**src/rtl/irq_prio_pkg.sv**
```systemverilog
`timescale 1ns/1ps
package irq_prio_pkg;
  // Fixed arbitration slots ahead of the programmable sources
  typedef enum int {
    SLOT_NMI  = 0,
    SLOT_UBRK = 1,
    SLOT_DBG  = 2
  } fixed_slot_e;

  localparam int FIXED_SLOTS = 3;

  // Level of the non-maskable slot and of the debug-side slots for a given
  // programmable priority width
  function automatic int top_level(input int prio_w);
    return 1 << prio_w;
  endfunction

  function automatic int max_settable(input int prio_w);
    return (1 << prio_w) - 1;
  endfunction
endpackage

```
**src/rtl/irq_prio_regs.sv**
```systemverilog
`timescale 1ns/1ps
module irq_prio_regs #(
  parameter int N_SRC  = 8,
  parameter int PRIO_W = 4,
  localparam int IDX_W = (N_SRC > 1) ? $clog2(N_SRC) : 1
) (
  input  logic                          clk,
  input  logic                          rst,
  input  logic                          wr_en_i,
  input  logic [IDX_W-1:0]              wr_idx_i,
  input  logic [PRIO_W-1:0]             wr_lvl_i,
  output logic [N_SRC-1:0][PRIO_W-1:0]  prio_o
);
  logic [N_SRC-1:0][PRIO_W-1:0] prio_q;

  // All entries are read in parallel, so they live in flops
  always_ff @(posedge clk) begin
    if (rst) begin
      prio_q <= '0;
    end else if (wr_en_i) begin
      prio_q[wr_idx_i] <= wr_lvl_i;
    end
  end

  assign prio_o = prio_q;
endmodule

```
**src/rtl/irq_prio_arb.sv**
```systemverilog
`timescale 1ns/1ps
module irq_prio_arb
  import irq_prio_pkg::*;
#(
  parameter int N_SRC    = 8,
  parameter int PRIO_W   = 4,
  parameter int VEC_W    = 8,
  parameter int VEC_BASE = 64,
  parameter int NMI_VEC  = 11,
  parameter int UBRK_VEC = 12,
  parameter int DBG_VEC  = 13
) (
  input  logic                          nmi_i,
  input  logic                          ubrk_i,
  input  logic                          dbg_i,
  input  logic [N_SRC-1:0]              req_i,
  input  logic [N_SRC-1:0][PRIO_W-1:0]  prio_i,
  input  logic [PRIO_W-1:0]             cpu_mask_i,
  output logic                          hit_o,
  output logic [VEC_W-1:0]              vec_o,
  output logic [PRIO_W-1:0]             mask_o
);
  localparam int NT = N_SRC + FIXED_SLOTS;
  localparam int TW = $clog2(NT);
  localparam int LW = PRIO_W + 1;
  localparam logic [LW-1:0] LVL_TOP = LW'(top_level(PRIO_W));
  localparam logic [LW-1:0] LVL_MAX = LW'(max_settable(PRIO_W));

  logic [LW-1:0] lvl  [NT];
  logic [NT-1:0] pend;

  assign lvl[SLOT_NMI]   = LVL_TOP;
  assign lvl[SLOT_UBRK]  = LVL_MAX;
  assign lvl[SLOT_DBG]   = LVL_MAX;
  assign pend[SLOT_NMI]  = nmi_i;
  assign pend[SLOT_UBRK] = ubrk_i;
  assign pend[SLOT_DBG]  = dbg_i;

  for (genvar k = 0; k < N_SRC; k++) begin : g_src
    assign lvl[k+FIXED_SLOTS]  = {1'b0, prio_i[k]};
    assign pend[k+FIXED_SLOTS] = req_i[k];
  end

  logic          found;
  logic [LW-1:0] best_lvl;
  logic [TW-1:0] best_idx;

  // Ascending scan with strict compare: equal levels keep the lower slot
  always_comb begin
    found    = 1'b0;
    best_lvl = '0;
    best_idx = '0;
    for (int i = 0; i < NT; i++) begin
      if (pend[i] && (i == SLOT_NMI || lvl[i] > {1'b0, cpu_mask_i})) begin
        if (!found || lvl[i] > best_lvl) begin
          found    = 1'b1;
          best_lvl = lvl[i];
          best_idx = TW'(i);
        end
      end
    end
  end

  always_comb begin
    case (best_idx)
      TW'(SLOT_NMI):  vec_o = VEC_W'(NMI_VEC);
      TW'(SLOT_UBRK): vec_o = VEC_W'(UBRK_VEC);
      TW'(SLOT_DBG):  vec_o = VEC_W'(DBG_VEC);
      default:        vec_o = VEC_W'(VEC_BASE) + VEC_W'(best_idx) - VEC_W'(FIXED_SLOTS);
    endcase
  end

  assign hit_o  = found;
  assign mask_o = (best_lvl > LVL_MAX) ? PRIO_W'(LVL_MAX) : best_lvl[PRIO_W-1:0];
endmodule

```
**src/rtl/irq_hold_stage.sv**
```systemverilog
`timescale 1ns/1ps
module irq_hold_stage #(
  parameter int PRIO_W = 4,
  parameter int VEC_W  = 8
) (
  input  logic              clk,
  input  logic              rst,
  input  logic              hit_i,
  input  logic [VEC_W-1:0]  vec_i,
  input  logic [PRIO_W-1:0] mask_i,
  input  logic              ack_i,
  output logic              irq_o,
  output logic [VEC_W-1:0]  vec_o,
  output logic [PRIO_W-1:0] mask_o
);
  logic              irq_q;
  logic [VEC_W-1:0]  vec_q;
  logic [PRIO_W-1:0] mask_q;

  always_ff @(posedge clk) begin
    if (rst) begin
      irq_q  <= 1'b0;
      vec_q  <= '0;
      mask_q <= '0;
    end else if (irq_q) begin
      if (ack_i) irq_q <= 1'b0;
    end else if (hit_i) begin
      irq_q  <= 1'b1;
      vec_q  <= vec_i;
      mask_q <= mask_i;
    end
  end

  assign irq_o  = irq_q;
  assign vec_o  = vec_q;
  assign mask_o = mask_q;
endmodule

```
**src/rtl/irq_prio_ctrl.sv**
```systemverilog
`timescale 1ns/1ps
module irq_prio_ctrl #(
  parameter int N_SRC    = 8,
  parameter int PRIO_W   = 4,
  parameter int VEC_W    = 8,
  parameter int VEC_BASE = 64,
  parameter int NMI_VEC  = 11,
  parameter int UBRK_VEC = 12,
  parameter int DBG_VEC  = 13,
  localparam int IDX_W   = (N_SRC > 1) ? $clog2(N_SRC) : 1
) (
  input  logic              clk,
  input  logic              rst,
  input  logic              nmi_i,
  input  logic              ubrk_i,
  input  logic              dbg_i,
  input  logic [N_SRC-1:0]  req_i,
  input  logic [PRIO_W-1:0] cpu_mask_i,
  input  logic              wr_en_i,
  input  logic [IDX_W-1:0]  wr_idx_i,
  input  logic [PRIO_W-1:0] wr_lvl_i,
  input  logic              ack_i,
  output logic              irq_o,
  output logic [VEC_W-1:0]  vec_o,
  output logic [PRIO_W-1:0] new_mask_o
);
  logic [N_SRC-1:0][PRIO_W-1:0] prio;
  logic                         hit;
  logic [VEC_W-1:0]             win_vec;
  logic [PRIO_W-1:0]            win_mask;

  irq_prio_regs #(.N_SRC(N_SRC), .PRIO_W(PRIO_W)) u_regs (
    .clk      (clk),
    .rst      (rst),
    .wr_en_i  (wr_en_i),
    .wr_idx_i (wr_idx_i),
    .wr_lvl_i (wr_lvl_i),
    .prio_o   (prio)
  );

  irq_prio_arb #(
    .N_SRC(N_SRC), .PRIO_W(PRIO_W), .VEC_W(VEC_W), .VEC_BASE(VEC_BASE),
    .NMI_VEC(NMI_VEC), .UBRK_VEC(UBRK_VEC), .DBG_VEC(DBG_VEC)
  ) u_arb (
    .nmi_i      (nmi_i),
    .ubrk_i     (ubrk_i),
    .dbg_i      (dbg_i),
    .req_i      (req_i),
    .prio_i     (prio),
    .cpu_mask_i (cpu_mask_i),
    .hit_o      (hit),
    .vec_o      (win_vec),
    .mask_o     (win_mask)
  );

  irq_hold_stage #(.PRIO_W(PRIO_W), .VEC_W(VEC_W)) u_hold (
    .clk    (clk),
    .rst    (rst),
    .hit_i  (hit),
    .vec_i  (win_vec),
    .mask_i (win_mask),
    .ack_i  (ack_i),
    .irq_o  (irq_o),
    .vec_o  (vec_o),
    .mask_o (new_mask_o)
  );
endmodule

```
**config.mk**
```make
export PLATFORM = sky130hd
export DESIGN_NAME = irq_prio_ctrl
export DESIGN_NICKNAME = d
export VERILOG_FILES = /design/src/rtl/irq_prio_pkg.sv /design/src/rtl/irq_prio_regs.sv /design/src/rtl/irq_prio_arb.sv /design/src/rtl/irq_hold_stage.sv /design/src/rtl/irq_prio_ctrl.sv
export SDC_FILE = /design/constraint.sdc
export NUM_CORES = 1
export LEC_CHECK = 0
export BUFFER_PORTS_ARGS = -buffer_cell sky130_fd_sc_hd__buf_2
export CORE_MARGIN = 2
export CORE_UTILIZATION = 50
export DETAILED_ROUTE_END_ITERATION = 6
export HOLD_SLACK_MARGIN = 0.12
export PLACE_DENSITY = 0.72
export SETUP_SLACK_MARGIN = 0.5
export SLEW_MARGIN = 40
export SYNTH_ARGS = -nofsm -noshare
export SYNTH_HDL_FRONTEND = slang
export SYNTH_SLANG_ARGS = --single-unit
```
**constraint.sdc**
```tcl
create_clock -name clk -period 14.4 [get_ports clk]
set_input_delay 2.88 -clock clk [delete_from_list [all_inputs] [get_ports clk]]
set_output_delay 2.88 -clock clk [all_outputs]
set_load 0.05 [all_outputs]
```
Word-level counts from Yosys, hierarchy flattened

Index checks and enable logic that the tools add are counted.

Equality and inequality tests: 2
Mux-type cells: 70
$add $sub $neg: 2
Reductions and logical operators: 33
Bitwise logic cells: 1
$lt $le $gt $ge: 22

Operator list:

| operator              | number |
|---|---|
| $mux W5               | 21 |
| $mux W4               | 20 |
| $gt A4 B5 Y1          | 8 |
| $bwmux W32            | 1 |
| $gt A4 B4 Y1          | 8 |
| $mux W1               | 26 |
| $pmux W8 S3           | 1 |
| $demux W4 S3          | 1 |
| $logic_and A1 B1 Y1   | 11 |
| $gt A4 B5 Y1 const A  | 2 |
| $logic_not A1 Y1      | 10 |
| $logic_or A1 B1 Y1    | 10 |
| $add A7 B4 Y8 const A | 1 |
| $sub A8 B2 Y8 const B | 1 |
| $gt A5 B4 Y1 const B  | 1 |
| $eq A4 B1 Y1 const B  | 1 |
| $eq A4 B2 Y1 const B  | 1 |
| $gt A4 B4 Y1 const A  | 1 |
| $logic_not A4 Y1      | 1 |
| $lt A3 B4 Y1 const B  | 1 |
| $ge A3 B1 Y1 const B  | 1 |
| $reduce_and A2 Y1     | 1 |
| $not A1 Y1            | 1 |

Bits of input ports: 26
Register bits: 45
Output and inout port bits: 13
Logic and storage cells: 141

Logic depth before layout (Yosys ltp)

Depth after elaboration: 44
Gate-level depth with buffers: 76
Mapped depth without buffers: 73

Hierarchy

Synthesis repeated with hierarchy kept, for this count alone.

Cell total of the unflattened synthesis: 502
Area total of the unflattened synthesis: 4,458.0 µm²

By module, submodules not included:

| module         | instances | cells an instance | sequential area each (µm²) | area each (µm²) |
|---|---|---|---|---|
| irq_prio_arb   | 1         | 321               | 0.0                        | 2,523.7 |
| irq_prio_regs  | 1         | 124               | 640.6                      | 1,350.0 |
| irq_hold_stage | 1         | 57                | 260.2                      | 584.3 |

Least setup slack after synthesis

Ideal clock, no wire load.

Path type: input port to flip-flop
From: input port cpu_mask_i[0]
To: register u_hold.vec_q[5], in the netlist u_hold.vec_o[5]
Data required time: 14.316 ns
Setup slack: -1.270 ns
Cell stages on the path: 70
Arrival: 15.586 ns
Setup time: 0.084 ns
Path buffers: 4
Path through: nand4_1 > o21a_1 > nand2b_1 > ha_1 > a21oi_1 > o22ai_1 > o21a_1 > a21oi_1 > a21oi_1 > ha_1 > nor2b_1 > o211ai_1 > a21oi_1 > a21oi_1 > nor3_1 > or2_2 > ha_1 > a21oi_1 > [34 not listed] > a2bb2oi_4 > and2_4 > buf_6 > a31o_1 > ha_1 > nor2b_1 > o21a_1 > o21a_1 > o21ai_1 > a21boi_1 > nor2_1 > a31oi_1 > inv_1 > ha_1 > nor2_1 > inv_1 > or4_4 > o31ai_2

Word-level cells in the longest chain between the ends: 42
Elaborated cells on any way between the ends: 108
Classes of those cells: 2 x add/sub; 18 x order compare; 2 x eq/ne; 56 x mux; 30 x reduce/logical

Ends and longest elaborated chain:

| element                                          | RTL line             | RTL |
|---|---|---|
| start, declared                                  | irq_prio_ctrl.sv:18  | `input logic [PRIO_W-1:0] cpu_mask_i,` |
| $gt A4 B4 Y1                                     | irq_prio_arb.sv:54   | `if (pend[i] && (i == SLOT_NMI \|\| lvl[i] > {1'b0, cpu_mask_i})) begin` |
| $logic_and A1 B1 Y1                              | irq_prio_arb.sv:54   |  |
| $mux W5 or $mux W1 (tied branches)               | irq_prio_arb.sv:54   |  |
| $gt A4 B5 Y1 or $logic_not A1 Y1 (tied branches) | irq_prio_arb.sv:55   | `if (!found \|\| lvl[i] > best_lvl) begin` |
| $logic_or A1 B1 Y1                               | irq_prio_arb.sv:55   |  |
| $mux W5 or $mux W1 (tied branches)               | irq_prio_arb.sv:55   |  |
| $mux W5 or $mux W1 (tied branches)               | irq_prio_arb.sv:54   |  |
| $gt A4 B5 Y1 or $logic_not A1 Y1 (tied branches) | irq_prio_arb.sv:55   |  |
| [26 not listed]                                  | -                    |  |
| $mux W5 or $mux W1 (tied branches)               | irq_prio_arb.sv:54   |  |
| $gt A4 B5 Y1 or $logic_not A1 Y1 (tied branches) | irq_prio_arb.sv:55   |  |
| $logic_or A1 B1 Y1                               | irq_prio_arb.sv:55   |  |
| $mux W4                                          | irq_prio_arb.sv:55   |  |
| $mux W4                                          | irq_prio_arb.sv:54   |  |
| $add A7 B4 Y8                                    | irq_prio_arb.sv:69   | `default: vec_o = VEC_W'(VEC_BASE) + VEC_W'(best_idx) - VEC_W'(FIXED_SLOTS);` |
| $sub A8 B2 Y8                                    | irq_prio_arb.sv:69   |  |
| $pmux W8 S3                                      | irq_prio_arb.sv:65   | `case (best_idx)` |
| end signal, assigned                             | irq_hold_stage.sv:29 | `vec_q <= vec_i;` |
| end, declared                                    | irq_hold_stage.sv:17 | `logic [VEC_W-1:0] vec_q;` |

Parallel ways exist; a longest one is shown, timed or not.
A chain may end at the register's enable or synchronous reset.

Worst setup path in the final report

From: input port cpu_mask_i[0]
To: register u_hold.vec_q[4], in the netlist u_hold.vec_o[4]

Same word-level chain as after synthesis.

==> flow_summary.toml <==
[cts]
h-tree-depth = 2
clk_latency_ns = 0.30
numCtsBuffers = 5
cts_tree = "built"
root_buffer = "clkbuf_8"
ctsHoldBuffers = 0
clockBufferDepth = 2
clkSlewWorstSetupHoldPaths_ns = 0.09
clkSinkCount = 44

[detailed_routing]
drtIter0Drc = 304
routedWlPerCell_um = 19.15
drc = 0
first_pass_iters = 5
wl_um = 13650
drt-vias-per-instance = 6.217
num_vias = 4433
ant_nets = 0

[pwr]
p_clk_share_pct = 26.4
p_sw_mw = 0.1387
combPwrFrac_pct = 40.0
seqPwrFrac_pct = 33.6
ir_drop_mv = 0.05629
p_leak_nw = 2.677
powerDensity_nw_per_um2 = 68.27
p_int_mw = 0.2610
power.share.switching_pct = 34.71

[layout]
final_cell_mix = "92 x buf_4, 53 x ha_1, 44 x dfxtp_1"
final_common_cell = "buf_4"
nets = 701
antennaDiodeCount = 0
areaGrowthSynthToFinish_pct = 37.97
layout.cells.non_filler = 713
drive_gt1_share_pct = 40.13

[synth]
synth-seq-area-share_pct = 20.75
synth-main-ff-cell = "dfxtp_1"
yosys_warnings = 0
synth_top_cell_by_area = "dfxtp_1"
avgSynthCellArea_um2 = 8.715
synth_area_leaders = "dfxtp_1 21%, ha_1 20%, mux2i_1 7.5%, nor2_1 4.1%, o21a_1 3.9%"
postSynthCellCount = 487
synthArstFlopShare_pct = 0
ys_ff_latch = 44
synth_top_area_share_pct = 20.75
synth_fp_nets = 581
ys_types = 70
syn_area_um2 = 4244
synth-edff-count = 0

[setup_path]
r2r-end = "u_hold.vec_o[4]"
reg2reg_setup_slack_ns = 2.19
critical_path_depth = 68
critical_path.top_delay_family = "compound AO/OA/AOI/OAI gates"
critPathLaunchType = "input pin"
critical_path_class = "in2reg"
reg2reg_depth = 64
crit_end = "u_hold.vec_o[4]"
worstPathMaxFanout = 6
worst-path-buf-inv = 3
crit_arrival_ns = 14.93
worst_path_largest_cell_delay_ns = 0.44
critPathRequiredTime_ns = 14.61
cp-end-kind = "register"
crit_top_cell = "o21a_1"
r2r_start = "u_regs.prio_o[1]"
crit_path_start = "cpu_mask_i[0]"
crit_path_top_delay_cell = "or4_4"

[floorplanning]
die_y_um = 96.13
row_count = 33
coreArea_um2 = 8217
die_area_um2 = 9241
die_x_um = 96.13
ioPinCount = 39
start_util_pct = 51.65

[status]
violations = "setup timing"
status = "complete, but fails checks"

[placed_design]
gp_congestion = 0.8692
placed_cells = 680
io_buffers = 37
place_ws_ns = -0.8206
hpwl_um = 9717

[timing]
rsz0062_at_grt = "true"
final.setup.worst_slack_ns = -0.3221
finalHoldViolations = 0
final.period_utilization_pct = 102.2
tightest_slew_ns = 0.7525
setup_viol = 7
relSlewSlack_pct = 49.65
fin_skew_ns = 0.01183
min_period_ns = 14.72
slew_violations = 0
timing.hold.ws_ns = 0.4973
max_freq_mhz = 67.93

[global_route]
antenna_found_initial = 0
grt_start_max_net_pins = 36
grt-ovfl-total = 0
grt_pass1_wl_um = 20690
grtUsageTotal_pct = 28.88
grt_pass1_vias = 4176

[worst_hold_path]
min_path_type = "reg2reg"

[job]
drv_cap = 0
[final cells by class]
| type | count | area [µm²] |
|---|---|---|
| Inverter | 29 | 108.9 |
| Tap cell | 105 | 131.4 |
| Clock inverter | 1 | 30.03 |
| Clock buffer | 7 | 96.34 |
| Multi-Input combinational cell | 394 | 3669 |
| Fill cell | 589 | 2361 |
| Sequential cell | 44 | 880.8 |
| Timing Repair Buffer | 133 | 939.7 |
[worst register-to-register path, delay by kind of cell (launching register included)]
kind | cells | cell delay (ns)
AO/OA/AOI/OAI | 38 | 6.72
AND/OR/NAND/NOR | 14 | 2.12
buffers and inverters | 2 | 0.21
multiplexers | 1 | 0.31
adder cells (fa/ha/maj) | 9 | 2.22
flip-flops | 1 | 0.56
[cell usage after synthesis, types with 5 or more instances]
cell	count
nor2_1	46
dfxtp_1	44
a31oi_1	5
nor3_1	9
nand3_1	11
a21o_1	5
a21oi_1	24
ha_1	68
o22ai_1	6
a21boi_1	5
nor2b_1	12
a221oi_1	8
a31o_1	5
nand2_1	24
o21a_1	22
mux2i_1	32
o211ai_1	5
clkbuf_1	14
inv_1	29
o21ai_0	13
nand4_1	14
[how the worst min path moves through the flow]
| stage | start | end | slack, ns | cells after the start |
|---|---|---|---|---|
| 3_5_place_dp | u_hold.vec_o[4] | u_hold.vec_o[4] | 0.48 | 2 |
| 2_1_floorplan | u_regs.prio_o[28] | u_regs.prio_o[28] | 0.46 | 2 |
| 4_1_cts | u_hold.vec_o[4] | u_hold.vec_o[4] | 0.50 | 2 |
| 3_3_place_gp | u_hold.vec_o[4] | u_hold.vec_o[4] | 0.47 | 2 |
| 6_report | u_hold.vec_o[4] | u_hold.vec_o[4] | 0.50 | 2 |
| 5_1_grt | u_hold.vec_o[4] | u_hold.vec_o[4] | 0.52 | 2 |
[power by group through the flow]
| stage | clock network, mW | logic (mW) | registers [mW] |
|---|---|---|---|
| CTS | 0.106 | 0.142 | 0.134 |
| global placement | 0 | 0.128 | 0.136 |
| floorplan | 0 | 0.0769 | 0.151 |
| global route | 0.111 | 0.172 | 0.135 |
| finish | 0.106 | 0.160 | 0.134 |
| detailed placement | 0 | 0.133 | 0.136 |
[sequential cells by signal, indices dropped and copies added (netlist names)]
register and cells:
u_hold.irq_o 1, u_hold.mask_o 4, u_regs.prio_o 32, u_hold.vec_o 7
[kinds of logic (layout without fill, tap and decap cells)]
| group | after synthesis | after routing | share of synthesized area [%] |
|---|---|---|---|
| AO/OA/AOI/OAI | 143 | 143 | 26.33 |
| other | 1 | 1 | 0.08836 |
| flip-flops | 44 | 44 | 20.75 |
| AND/OR/NAND/NOR | 147 | 147 | 19.66 |
| adder cells (fa/ha/maj) | 68 | 68 | 20.05 |
| multiplexers | 35 | 35 | 8.343 |
| buffers and inverters | 49 | 170 | 4.776 |
[repair_timing]
| item | CTS | global route |
|---|---|---|
| buffers inserted | 17 | 7 |
| endpoints found under the setup margin | 11 | 11 |
| resized for setup | 16 | 46 |
| pin swaps | 24 | 18 |
[routing by layer]
metal	global-route usage [%]	wire (µm)
met5	0	0
met4	7.619	350
met3	4.620	837
met2	48.90	6606
met1	37.97	5858
[through the flow]
step	cell area [µm²]	TNS (ns)	power, mW	util [%]
final	5856	-1.093	0.3998	71.27
after global routing	5856	-6.682	0.4186	71.27
after CTS	5542	-0.5477	0.3815	67.44
after detailed placement	5182	-5.737	0.2692	63.07
after global placement	5177	-2.040	0.2643	63.01
after floorplan	4441	-2.366	0.2281	-
Note: power is estimated with default switching activity, not from simulation.
